File: config.mk
export PLATFORM = sky130hd
export DESIGN_NAME = rds_group_sync
export DESIGN_NICKNAME = d
export VERILOG_FILES = /design/src/rtl/rds_sync_pkg.sv /design/src/rtl/rds_bit_window.sv /design/src/rtl/rds_seq_ctrl.sv /design/src/rtl/rds_word_out.sv /design/src/rtl/rds_group_sync.sv
export SDC_FILE = /design/constraint.sdc
export NUM_CORES = 1
export LEC_CHECK = 0
export BUFFER_PORTS_ARGS = -buffer_cell sky130_fd_sc_hd__buf_2
export CORE_MARGIN = 2
export CORE_UTILIZATION = 30
export CTS_CLUSTER_DIAMETER = 80
export DETAILED_ROUTE_END_ITERATION = 6
export PLACE_DENSITY = 0.56
export SETUP_SLACK_MARGIN = 0.05
export SKIP_CTS_REPAIR_TIMING = 1
export SLEW_MARGIN = 5
export SYNTH_ARGS = -nofsm -noshare
export SYNTH_HDL_FRONTEND = slang
export SYNTH_SLANG_ARGS = --single-unit
File: constraint.sdc
create_clock -name clk -period 4.56 [get_ports clk]
set_clock_uncertainty 0.1 [all_clocks]
set_input_delay 0.456 -clock clk [delete_from_list [all_inputs] [get_ports clk]]
set_output_delay 0.456 -clock clk [all_outputs]
set_load 0.01 [all_outputs]
File: src/rtl/rds_sync_pkg.sv
`timescale 1ns/1ps
package rds_sync_pkg;

  // Code geometry
  localparam int BLK_LEN   = 26;
  localparam int INFO_W    = 16;
  localparam int CHK_W     = BLK_LEN - INFO_W;
  localparam int N_OFFSETS = 5;

  // Generator x^10+x^8+x^7+x^5+x^4+x^3+1
  localparam logic [CHK_W:0] GEN_POLY = 11'h5B9;

  // Position in a group; wraps A->B->C->D->A by 2-bit addition
  typedef logic [1:0] blk_pos_t;
  localparam blk_pos_t POS_A = 2'd0;
  localparam blk_pos_t POS_B = 2'd1;
  localparam blk_pos_t POS_C = 2'd2;
  localparam blk_pos_t POS_D = 2'd3;

  // Offset words; remainder of a clean block equals its offset
  localparam logic [CHK_W-1:0] OFS_TABLE [N_OFFSETS] =
    '{10'h0FC, 10'h198, 10'h168, 10'h350, 10'h1B4};
  localparam blk_pos_t POS_TABLE [N_OFFSETS] =
    '{POS_A, POS_B, POS_C, POS_C, POS_D};

  typedef enum logic [1:0] {
    ST_SEARCH  = 2'd0,
    ST_CONFIRM = 2'd1,
    ST_LOCKED  = 2'd2
  } sync_state_t;

  // Remainder of a 26-bit window (first bit = highest power) modulo GEN_POLY
  function automatic logic [CHK_W-1:0] block_syndrome(input logic [BLK_LEN-1:0] word);
    logic [CHK_W-1:0] rem;
    logic             top;
    rem = '0;
    for (int i = BLK_LEN - 1; i >= 0; i--) begin
      top = rem[CHK_W-1];
      rem = {rem[CHK_W-2:0], word[i]};
      if (top) rem = rem ^ GEN_POLY[CHK_W-1:0];
    end
    return rem;
  endfunction

endpackage

File: src/rtl/rds_bit_window.sv
`timescale 1ns/1ps
module rds_bit_window
  import rds_sync_pkg::*;
(
  input  logic              clk,
  input  logic              rst_n,
  input  logic              shift_en,
  input  logic              bit_in,
  output logic              win_full,
  output logic              hit,
  output blk_pos_t          hit_pos,
  output logic [INFO_W-1:0] info
);

  localparam int FILL_W = $clog2(BLK_LEN + 1);

  logic [BLK_LEN-1:0]   shreg;
  logic [BLK_LEN-1:0]   win_next;
  logic [FILL_W-1:0]    fill;
  logic [CHK_W-1:0]     syn;
  logic [N_OFFSETS-1:0] match;

  // Window as it will be once the offered bit is shifted in
  assign win_next = {shreg[BLK_LEN-2:0], bit_in};
  assign syn      = block_syndrome(win_next);
  assign info     = win_next[BLK_LEN-1 -: INFO_W];
  assign win_full = (fill >= FILL_W'(BLK_LEN - 1));

  generate
    for (genvar g = 0; g < N_OFFSETS; g++) begin : g_ofs
      assign match[g] = (syn == OFS_TABLE[g]);
    end
  endgenerate

  // Offsets are distinct, so at most one comparator fires
  always_comb begin
    hit     = |match;
    hit_pos = POS_A;
    for (int g = 0; g < N_OFFSETS; g++) begin
      if (match[g]) hit_pos = POS_TABLE[g];
    end
  end

  always_ff @(posedge clk) begin
    if (!rst_n) begin
      shreg <= '0;
      fill  <= '0;
    end else if (shift_en) begin
      shreg <= win_next;
      if (fill != FILL_W'(BLK_LEN)) fill <= fill + 1'b1;
    end
  end

endmodule

File: src/rtl/rds_seq_ctrl.sv
`timescale 1ns/1ps
module rds_seq_ctrl
  import rds_sync_pkg::*;
#(
  parameter int WIN_BLOCKS = 8,
  parameter int MAX_BAD    = 3
) (
  input  logic     clk,
  input  logic     rst_n,
  input  logic     step,
  input  logic     win_full,
  input  logic     hit,
  input  blk_pos_t hit_pos,
  output logic     locked,
  output logic     emit,
  output blk_pos_t emit_pos
);

  localparam int CNT_W = $clog2(BLK_LEN);
  localparam int WIN_W = $clog2(WIN_BLOCKS + 1);
  localparam int BAD_W = $clog2(MAX_BAD + 1);

  sync_state_t      state, state_n;
  logic [CNT_W-1:0] bit_cnt, bit_cnt_n;
  blk_pos_t         expect_pos, expect_n;
  logic [WIN_W-1:0] blk_cnt, blk_n;
  logic [BAD_W-1:0] bad_cnt, bad_n;
  logic [WIN_W-1:0] blk_inc;
  logic [BAD_W-1:0] bad_inc;
  logic             boundary;
  logic             pos_ok;

  assign boundary = (bit_cnt == CNT_W'(BLK_LEN - 1));
  assign pos_ok   = hit && (hit_pos == expect_pos);
  assign blk_inc  = blk_cnt + 1'b1;
  assign bad_inc  = bad_cnt + 1'b1;

  always_comb begin
    state_n   = state;
    bit_cnt_n = bit_cnt;
    expect_n  = expect_pos;
    blk_n     = blk_cnt;
    bad_n     = bad_cnt;
    emit      = 1'b0;
    emit_pos  = expect_pos;
    if (step) begin
      unique case (state)
        ST_SEARCH: begin
          // Slide one bit at a time until some offset shows up
          if (win_full && hit) begin
            state_n   = ST_CONFIRM;
            bit_cnt_n = '0;
            expect_n  = hit_pos + 2'd1;
          end
        end
        ST_CONFIRM: begin
          if (!boundary) begin
            bit_cnt_n = bit_cnt + 1'b1;
          end else begin
            bit_cnt_n = '0;
            if (pos_ok) begin
              state_n  = ST_LOCKED;
              expect_n = expect_pos + 2'd1;
              blk_n    = '0;
              bad_n    = '0;
              emit     = 1'b1;
            end else if (hit) begin
              // Wrong order: restart the candidate from this block
              expect_n = hit_pos + 2'd1;
            end else begin
              state_n = ST_SEARCH;
            end
          end
        end
        ST_LOCKED: begin
          if (!boundary) begin
            bit_cnt_n = bit_cnt + 1'b1;
          end else begin
            bit_cnt_n = '0;
            expect_n  = expect_pos + 2'd1;
            if (pos_ok) begin
              emit = 1'b1;
            end
            if (!pos_ok && (bad_inc >= BAD_W'(MAX_BAD))) begin
              state_n = ST_SEARCH;
              blk_n   = '0;
              bad_n   = '0;
            end else if (blk_inc == WIN_W'(WIN_BLOCKS)) begin
              blk_n = '0;
              bad_n = '0;
            end else begin
              blk_n = blk_inc;
              bad_n = pos_ok ? bad_cnt : bad_inc;
            end
          end
        end
        default: state_n = ST_SEARCH;
      endcase
    end
  end

  always_ff @(posedge clk) begin
    if (!rst_n) begin
      state      <= ST_SEARCH;
      bit_cnt    <= '0;
      expect_pos <= POS_A;
      blk_cnt    <= '0;
      bad_cnt    <= '0;
      locked     <= 1'b0;
    end else begin
      state      <= state_n;
      bit_cnt    <= bit_cnt_n;
      expect_pos <= expect_n;
      blk_cnt    <= blk_n;
      bad_cnt    <= bad_n;
      locked     <= (state_n == ST_LOCKED);
    end
  end

endmodule

File: src/rtl/rds_word_out.sv
`timescale 1ns/1ps
module rds_word_out
  import rds_sync_pkg::*;
(
  input  logic              clk,
  input  logic              rst_n,
  input  logic              load,
  input  logic [INFO_W-1:0] load_info,
  input  blk_pos_t          load_pos,
  input  logic              out_ready,
  output logic              out_valid,
  output logic [INFO_W-1:0] out_data,
  output blk_pos_t          out_type,
  output logic              stall
);

  assign stall = out_valid && !out_ready;

  always_ff @(posedge clk) begin
    if (!rst_n) begin
      out_valid <= 1'b0;
      out_data  <= '0;
      out_type  <= POS_A;
    end else if (load) begin
      out_valid <= 1'b1;
      out_data  <= load_info;
      out_type  <= load_pos;
    end else if (out_ready) begin
      out_valid <= 1'b0;
    end
  end

endmodule

File: src/rtl/rds_group_sync.sv
`timescale 1ns/1ps
module rds_group_sync
  import rds_sync_pkg::*;
#(
  parameter int WIN_BLOCKS = 8,
  parameter int MAX_BAD    = 3
) (
  input  logic        clk,
  input  logic        rst_n,
  input  logic        in_valid,
  output logic        in_ready,
  input  logic        in_bit,
  output logic        out_valid,
  input  logic        out_ready,
  output logic [15:0] out_data,
  output logic [1:0]  out_type,
  output logic        locked
);

  logic              step;
  logic              win_full;
  logic              hit;
  blk_pos_t          hit_pos;
  logic [INFO_W-1:0] info;
  logic              emit;
  blk_pos_t          emit_pos;
  logic              stall;

  assign in_ready = !stall;
  assign step     = in_valid && in_ready;

  rds_bit_window u_window (
    .clk      (clk),
    .rst_n    (rst_n),
    .shift_en (step),
    .bit_in   (in_bit),
    .win_full (win_full),
    .hit      (hit),
    .hit_pos  (hit_pos),
    .info     (info)
  );

  rds_seq_ctrl #(
    .WIN_BLOCKS (WIN_BLOCKS),
    .MAX_BAD    (MAX_BAD)
  ) u_ctrl (
    .clk      (clk),
    .rst_n    (rst_n),
    .step     (step),
    .win_full (win_full),
    .hit      (hit),
    .hit_pos  (hit_pos),
    .locked   (locked),
    .emit     (emit),
    .emit_pos (emit_pos)
  );

  rds_word_out u_out (
    .clk       (clk),
    .rst_n     (rst_n),
    .load      (emit),
    .load_info (info),
    .load_pos  (emit_pos),
    .out_ready (out_ready),
    .out_valid (out_valid),
    .out_data  (out_data),
    .out_type  (out_type),
    .stall     (stall)
  );

endmodule

==> out/summary.txt, run 1 <==
DIE HEIGHT -> 121.3 um
Max Freq -> 0.2349 GHz
# fillers -> 1377
Vias -> 3232
Dominant cell type by area after synthesis -> dfxtp_1
Maximum Capacitance Violations -> 0
Worst-case clock buffer depth -> 2
Hold Violations, Final -> 0
YS warnings -> 0
Layout area overhead -> 16.18%
Worst Path Required -> 4.71 ns
Cells along the critical path -> xnor3_1 -> xor2_2 -> buf_4 -> xor2_4 -> or3_1 -> a2111o_1 -> a2111oi_4 -> a21oi_1 -> nor2_2 -> o21ai_1 -> or4_1 -> a21oi_1
Yosys reg bits -> 65
Vias per inst -> 4.867
Worst-path clk slew -> 0.06 ns
Crit path kind -> register to register
Crit path DAT -> 4.41 ns
VDD IR-drop max -> 0.1636 mV
HP Class -> input pin to register
Vias in the first global route -> 3213
R2r setup slk -> 0.30 ns
Placement Setup Slack -> 0.1538 ns
Htree depth -> 3
Mean area per synthesized cell -> 8.959 um^2
Period utilisation layout -> 93.36%
GRT Util Overall -> 13.29%
Initial core utilization -> 30.94%
Worst Tran Pin Value -> 0.9310 ns
CTS tree -> yes
Num ports -> 26
I/O Buffers -> 25
Largest net degree at the start of global routing -> 34
Fin crit period -> 4.257 ns
Worst skew pair latency -> 0.33 ns
Slowest stage cell, crit path -> or4_1
Worst Setup Start Kind -> register
PD cells -> 281.0 mW/mm^2
Share of the synthesized area in the top cell type -> 31.51%
Setup crit start -> u_window.shreg[22]
Post-synth EDFFs -> 0
Final number of max-transition violations -> 0
Drt total wl -> 9132 um
Crit-path max FO -> 9
GRT overflow -> 0
Antenna-violating nets left -> 0
DIE AREA -> 0.01472 mm^2
Most Frequent Cell on Critical Path -> a21oi_1
Sequential area share after synthesis -> 31.51%
GPL Wtd Cong -> 0.8059
Ys flop type -> dfxtp_1
Setup WS post-layout -> 0.3028 ns
Core area -> 0.01335 mm^2
TritonRoute pass-1 iters -> 4
# nets final -> 499
DP HPWL -> 6661 um
DRC viols -> 0
Post-Synthesis Cells -> 461
Ys async rst share -> 0%
Num Clock Sinks -> 65
Syn nets -> 477
Site row count -> 42
Detailed Route Iter0 Violations -> 181
Final setup fails -> 0
Worst hold slack -> 0.3185 ns
First-pass GRT wire length -> 15650 um
Max-slew headroom -> 37.86%
Status -> completed
Clock tree root buffer cell -> clkbuf_16
Num CTS Buffers -> 9
Crit end category -> register
Netlist Area Pre-Place -> 0.004130 mm^2
Die X -> 121.3 um
Top post-synthesis cells by area -> dfxtp_1, xnor3_1, nand2_1
Initial antenna violation count -> 0
Reg2reg start -> u_window.shreg[22]
Commonest non-fill, non-tap cell in the layout -> nand2_1
Wire per inst -> 13.75 um
P_leak -> 1.986 nW
Unrepaired setup endpoints after global routing -> false
Final setup TNS -> 0 ns
Ratio of cells with drive above 1 in the final layout -> 14.75%
# diodes -> 0
Commonest cells after routing, fill and taps aside -> nand2_1, dfxtp_1, a21oi_1, nor2_1, xnor2_1
Slowest stage delay, CP -> 0.53 ns
Hold_sp -> in_bit
Number of distinct library cells after synthesis -> 67
==> where the power goes <==
part	internal [mW]	total [mW]	switching, mW
clock network	0.478	0.734	0.256
logic	0.0112	0.0392	0.0280
registers	0.571	0.575	0.00419
total	1.06	1.35	0.288
==> worst max-delay path: cells and delay by family, from the launching register on <==
family	cells	cell delay [ns]
flip-flops	1	0.52
AND/OR/NAND/NOR	3	1.12
AO/OA/AOI/OAI	5	1.38
buffers and inverters	1	0.17
XOR/XNOR	3	0.90
==> cell usage after synthesis (5+ instances only) <==
cell type / n
buf_2: 6
a211oi_1: 5
nand2_1: 73
o21ai_0: 10
a21oi_1: 42
xnor3_1: 15
and3_1: 5
nor2_1: 32
xor2_1: 17
inv_1: 16
ha_1: 11
xnor2_1: 28
clkbuf_1: 17
nor3_1: 9
mux2i_1: 20
or4_1: 5
dfxtp_1: 65
or3_1: 5
nand3_1: 5
and2_1: 7
==> cell families (layout without fill, tap and decap cells) <==
kind of cell | count (synthesis) | count (layout) | share of synthesized area (%)
multiplexers | 22 | 22 | 5.665
AO/OA/AOI/OAI | 85 | 85 | 13.63
AND/OR/NAND/NOR | 168 | 168 | 19.57
XOR/XNOR | 68 | 68 | 21.93
flip-flops | 65 | 65 | 31.51
adder cells (fa/ha/maj) | 11 | 11 | 3.332
buffers and inverters | 42 | 69 | 4.362
==> per-stage QoR <==
stage	area [um^2]	util, %	cells	power (mW)
after floorplan	4130	-	461	0.6148
after CTS	4770	35.73	663	1.370
after global routing	4798	35.95	664	1.398
final	4798	35.95	664	1.348
after detailed placement	4451	33.34	647	0.6268
after global placement	4451	33.34	647	0.6262
==> flip-flops by register name, summed over array words and instances, names as in the netlist <==
register / cells
u_window.shreg: 25
u_out.out_data: 16
u_ctrl.bit_cnt: 5
u_window.fill: 5
u_ctrl.blk_cnt: 4
u_ctrl.bad_cnt: 2
u_ctrl.emit_pos: 2
u_ctrl.state: 2
u_out.out_type: 2
u_ctrl.locked: 1
u_out.out_valid: 1
==> worst paths after layout <==
path / to / cells past startpoint
max reg2reg: u_ctrl.bit_cnt[2] / 12
min reg2reg: u_window.shreg[5] / 2
max: u_ctrl.bit_cnt[2] / 12
min: u_window.shreg[0] / 3
==> per-layer routing <==
metal | vias to the layer above | wire (um) | GRT usage (%)
met5 | - | 0 | 0
met4 | 0 | 113 | 4.382
met3 | 10 | 454 | 3.430
met2 | 74 | 4275 | 21.31
met1 | 1507 | 4289 | 17.41
li1 | 1641 | - | -
==> final cells by class <==
cell class / instances / area (um^2) / area share [%]
multi-input cells: 354 / 2670 / 55.65
flip-flops and latches: 65 / 1301 / 27.12
repair buffers: 37 / 227.7 / 4.746
clock buffers: 9 / 225.2 / 4.694
well taps: 176 / 220.2 / 4.589
clock inverters: 7 / 93.84 / 1.956
inverters: 16 / 60.06 / 1.252
Power figures use the tool's default switching activity.
==> inputs of run 2 (changes only) <==
--- a/config.mk
+++ b/config.mk
@@ -6,6 +6,7 @@
 export NUM_CORES = 1
 export LEC_CHECK = 0
 export BUFFER_PORTS_ARGS = -buffer_cell sky130_fd_sc_hd__buf_2
+export CORE_ASPECT_RATIO = 2
 export CORE_MARGIN = 2
 export CORE_UTILIZATION = 30
 export CTS_CLUSTER_DIAMETER = 80
==> out/summary.txt, run 2 (synthesis gave the netlist of run 1 again) <==
Worst Tran Pin Value -> 0.7240 ns
Crit path kind -> register to register
Detailed Route Iter0 Violations -> 111
Worst Path Required -> 4.72 ns
Worst hold slack -> 0.3057 ns
Num CTS Buffers -> 9
Ratio of cells with drive above 1 in the final layout -> 14.34%
Hold_sp -> in_bit
Setup crit start -> u_window.shreg[18]
DIE HEIGHT -> 169.9 um
Final setup TNS -> 0 ns
Commonest non-fill, non-tap cell in the layout -> nand2_1
GRT Util Overall -> 13.85%
HP Class -> input pin to register
Layout area overhead -> 14.39%
Period utilisation layout -> 93.28%
Antenna-violating nets left -> 0
VDD IR-drop max -> 0.1637 mV
# diodes -> 0
Placed Area -> 0.004412 mm^2
Crit end category -> register
GPL Wtd Cong -> 0.8420
Largest register by flop count -> u_window.shreg
GRT overflow -> 0
Largest register FFs -> 25
Wire per inst -> 14.79 um
Site row count -> 60
DIE AREA -> 0.01478 mm^2
Worst Setup Start Kind -> register
Cells along the critical path -> xor2_1 -> xnor3_1 -> xnor2_1 -> or3_1 -> a2111o_1 -> a2111oi_4 -> a21oi_1 -> nor2_2 -> o21ai_1 -> or4_1 -> a21oi_1
# nets final -> 499
Num ports -> 26
Vias -> 3290
Fin crit period -> 4.253 ns
Largest net degree at the start of global routing -> 58
Core area -> 0.01344 mm^2
Slowest stage cell, crit path -> or4_1
Hold Violations, Final -> 0
Multi-input gate area -> 0.002655 mm^2
Max-slew headroom -> 51.05%
Vias per inst -> 5.117
Register Area -> 0.001303 mm^2
Num Clock Sinks -> 65
Crit-path max FO -> 9
Commonest cells after routing, fill and taps aside -> nand2_1, dfxtp_1, a21oi_1, nor2_1, xnor2_1
P_leak -> 1.965 nW
PD cells -> 275.3 mW/mm^2
Status -> completed
Most Frequent Cell on Critical Path -> a21oi_1
Drt total wl -> 9511 um
Worst skew pair latency -> 0.34 ns
Initial antenna violation count -> 0
Final setup fails -> 0
TritonRoute pass-1 iters -> 5
Max Freq -> 0.2351 GHz
CTS tree -> yes
Maximum Capacitance Violations -> 0
Initial core utilization -> 30.74%
Vias in the first global route -> 3320
Worst-path clk slew -> 0.05 ns
Overall power -> 1.301 mW
Final Util -> 35.16%
Die X -> 86.97 um
I/O Buffers -> 25
Final number of max-transition violations -> 0
Crit path DAT -> 4.41 ns
DP HPWL -> 7023 um
Htree depth -> 3
Unrepaired setup endpoints after global routing -> true
Clock tree root buffer cell -> clkbuf_16
Reg2reg start -> u_window.shreg[18]
Post-route cell area -> 0.004725 mm^2
DRC viols -> 0
First-pass GRT wire length -> 16150 um
# fillers -> 1379
Largest regs -> u_window.shreg: 25 flops, u_out.out_data: 16 flops
Slowest stage delay, CP -> 0.55 ns
Worst-case clock buffer depth -> 2
## run 2: through the flow
stage          instances  setup slack [ns]
2_1_floorplan        461            0.5349
3_3_place_gp         626            0.1602
3_5_place_dp         626           0.08468
4_1_cts              642           0.07088
5_1_grt              643           0.02540
6_report             643            0.3066
## run 2: cell type report
type                       instances  share of cell area, %
clock buffer                      11                  5.138
clock inverter                     5                  1.165
tap                              155                  4.105
sequential                        65                  27.57
inverter                          16                  1.271
timing repair buffer              37                  4.555
multi-input combinational        354                  56.20
## run 2: power breakdown
| group | total [mW] | switching [mW] | internal (mW) |
|---|---|---|---|
| Sequential | 0.575 | 0.00410 | 0.571 |
| Combinational | 0.0392 | 0.0279 | 0.0113 |
| Clock | 0.686 | 0.251 | 0.436 |
| Total | 1.30 | 0.283 | 1.02 |
## run 2: worst paths after layout
path	to	cells past startpoint	slack (ns)
worst min register to register	u_ctrl.bit_cnt[1]	2	0.39
worst max-delay path	u_ctrl.bit_cnt[3]	11	0.31
worst min-delay path	u_window.shreg[0]	3	0.31
worst max register to register	u_ctrl.bit_cnt[3]	11	0.31
## run 2: critical path, delay by kind of cell, from the launching register on
kind,cells,cell delay [ns]
AOI/OAI and AO/OA,5,1.39
DFF,1,0.47
and+or+nand+nor,3,1.14
xor gates and xnor gates,3,1.07
## run 2: metal layers
| layer | part of all wire (%) | track usage [%] | up-vias |
|---|---|---|---|
| li1 | - | - | 1633 |
| met1 | 39 | 14.23 | 1587 |
| met2 | 56 | 26.12 | 49 |
| met3 | 2.6 | 3.104 | 21 |
| met4 | 2.6 | 5.503 | 0 |
| met5 | 0 | 0 | - |
==> inputs of run 3 (changes only) <==
--- a/config.mk
+++ b/config.mk
@@ -5,13 +5,14 @@
 export SDC_FILE = /design/constraint.sdc
 export NUM_CORES = 1
 export LEC_CHECK = 0
-export BUFFER_PORTS_ARGS = -buffer_cell sky130_fd_sc_hd__buf_2
 export CORE_ASPECT_RATIO = 2
 export CORE_MARGIN = 2
 export CORE_UTILIZATION = 30
+export CTS_BUF_LIST = sky130_fd_sc_hd__clkbuf_16
 export CTS_CLUSTER_DIAMETER = 80
 export DETAILED_ROUTE_END_ITERATION = 6
-export PLACE_DENSITY = 0.56
+export DONT_BUFFER_PORTS = 1
+export PLACE_DENSITY = 0.55
 export SETUP_SLACK_MARGIN = 0.05
 export SKIP_CTS_REPAIR_TIMING = 1
 export SLEW_MARGIN = 5
==> out/summary.txt, run 3 (synthesis gave the netlist of run 1 again) <==
GPL Wtd Cong -> 0.8185
Die X -> 86.97 um
Crit end category -> register
Max Freq -> 0.2352 GHz
Worst skew pair latency -> 0.34 ns
Antenna-violating nets left -> 0
# nets final -> 472
Initial core utilization -> 30.74%
Core area -> 0.01344 mm^2
Largest net degree at the start of global routing -> 58
Final setup fails -> 0
Num ports -> 26
HP Class -> input pin to register
Placement Setup Slack -> 0.1286 ns
Crit path kind -> register to register
Commonest cells after routing, fill and taps aside -> nand2_1, dfxtp_1, a21oi_1, nor2_1, xnor2_1
Period utilisation layout -> 93.23%
Layout area overhead -> 10.88%
DIE AREA -> 0.01478 mm^2
DIE HEIGHT -> 169.9 um
Crit path DAT -> 4.34 ns
Non-filler cells, final -> 616
Initial antenna violation count -> 0
Vias -> 3179
GRT Util Overall -> 13.55%
Vias per inst -> 5.161
# diodes -> 0
Max-slew headroom -> 27.27%
Worst Setup Start Kind -> register
Drt total wl -> 9394 um
DP HPWL -> 6954 um
Clock tree root buffer cell -> clkbuf_16
Htree depth -> 3
GRT overflow -> 0
I/O Buffers -> 0
Ratio of cells with drive above 1 in the final layout -> 9.761%
VDD IR-drop max -> 0.1683 mV
# fillers -> 1351
Unrepaired setup endpoints after global routing -> false
P_leak -> 1.824 nW
Num Clock Sinks -> 65
Status -> completed
Worst-case clock buffer depth -> 2
Largest register FFs -> 25
DRC viols -> 0
Worst Tran Pin Value -> 1.088 ns
Largest register by flop count -> u_window.shreg
Largest regs -> u_window.shreg: 25 flops, u_out.out_data: 16 flops
Final Util -> 34.08%
TritonRoute pass-1 iters -> 4
Detailed Route Iter0 Violations -> 141
Setup WS post-layout -> 0.3089 ns
Worst hold slack -> 0.1450 ns
PD cells -> 270.2 mW/mm^2
First-pass GRT wire length -> 15750 um
Hold Violations, Final -> 0
Wire per inst -> 15.25 um
CTS tree -> yes
Worst-path clk slew -> 0.06 ns
Num CTS Buffers -> 9
Vias in the first global route -> 3203
Worst Path Required -> 4.65 ns
Dpl cells -> 599
Crit-path max FO -> 18
Fin crit period -> 4.251 ns
Site row count -> 60
Maximum Capacitance Violations -> 0
Final number of max-transition violations -> 0
Commonest non-fill, non-tap cell in the layout -> nand2_1
Final setup TNS -> 0 ns
-- run 3: per-layer routing --
layer	global-route usage [%]	vias up	routed length (um)
li1	-	1588	-
met1	14.06	1518	3664
met2	25.12	51	5220
met3	2.425	22	204
met4	6.793	0	304
met5	0	-	0
-- run 3: cell type report --
type	instances	area, um^2	share of cell area, %
multi-input combinational	354	2675	58.42
clock buffer	9	225.2	4.918
inverter	16	60.06	1.311
clock inverter	7	47.55	1.038
tap	155	193.9	4.235
sequential	65	1303	28.44
timing repair buffer	10	75.07	1.639
-- run 3: report_power, final --
part	internal [mW]	leakage [nW]	total [mW]	switching, mW
Sequential	0.571	0.525	0.575	0.00413
Clock	0.367	0.137	0.628	0.261
Combinational	0.00951	1.16	0.0343	0.0248
Total	0.947	1.82	1.24	0.290
-- run 3: final timing paths --
check / start / to / slack, ns / cells after the start
max: u_window.shreg[23] / u_out.out_data[8] / 0.31 / 11
min: rst_n / u_ctrl.blk_cnt[1] / 0.14 / 1
max reg2reg: u_window.shreg[23] / u_out.out_data[8] / 0.31 / 11
min reg2reg: u_window.shreg[5] / u_window.shreg[6] / 0.38 / 2
-- run 3: metrics by stage --
stage	total power, mW	cell area [um^2]
5_1_grt	1.289	4579
3_3_place_gp	0.6214	4272
4_1_cts	1.255	4544
3_5_place_dp	0.6225	4272
6_report	1.237	4579
2_1_floorplan	0.6148	4130
-- run 3: worst max-delay path, stage by stage (launching register included) --
cell	delay [ns]
dfxtp_1	0.48
xor2_1	0.32
xnor3_1	0.53
xnor3_1	0.53
mux2_2	0.37
or4b_1	0.49
a211oi_2	0.37
nor3_4	0.14
nand3b_1	0.24
buf_4	0.27
mux2i_1	0.19
nor2_1	0.06
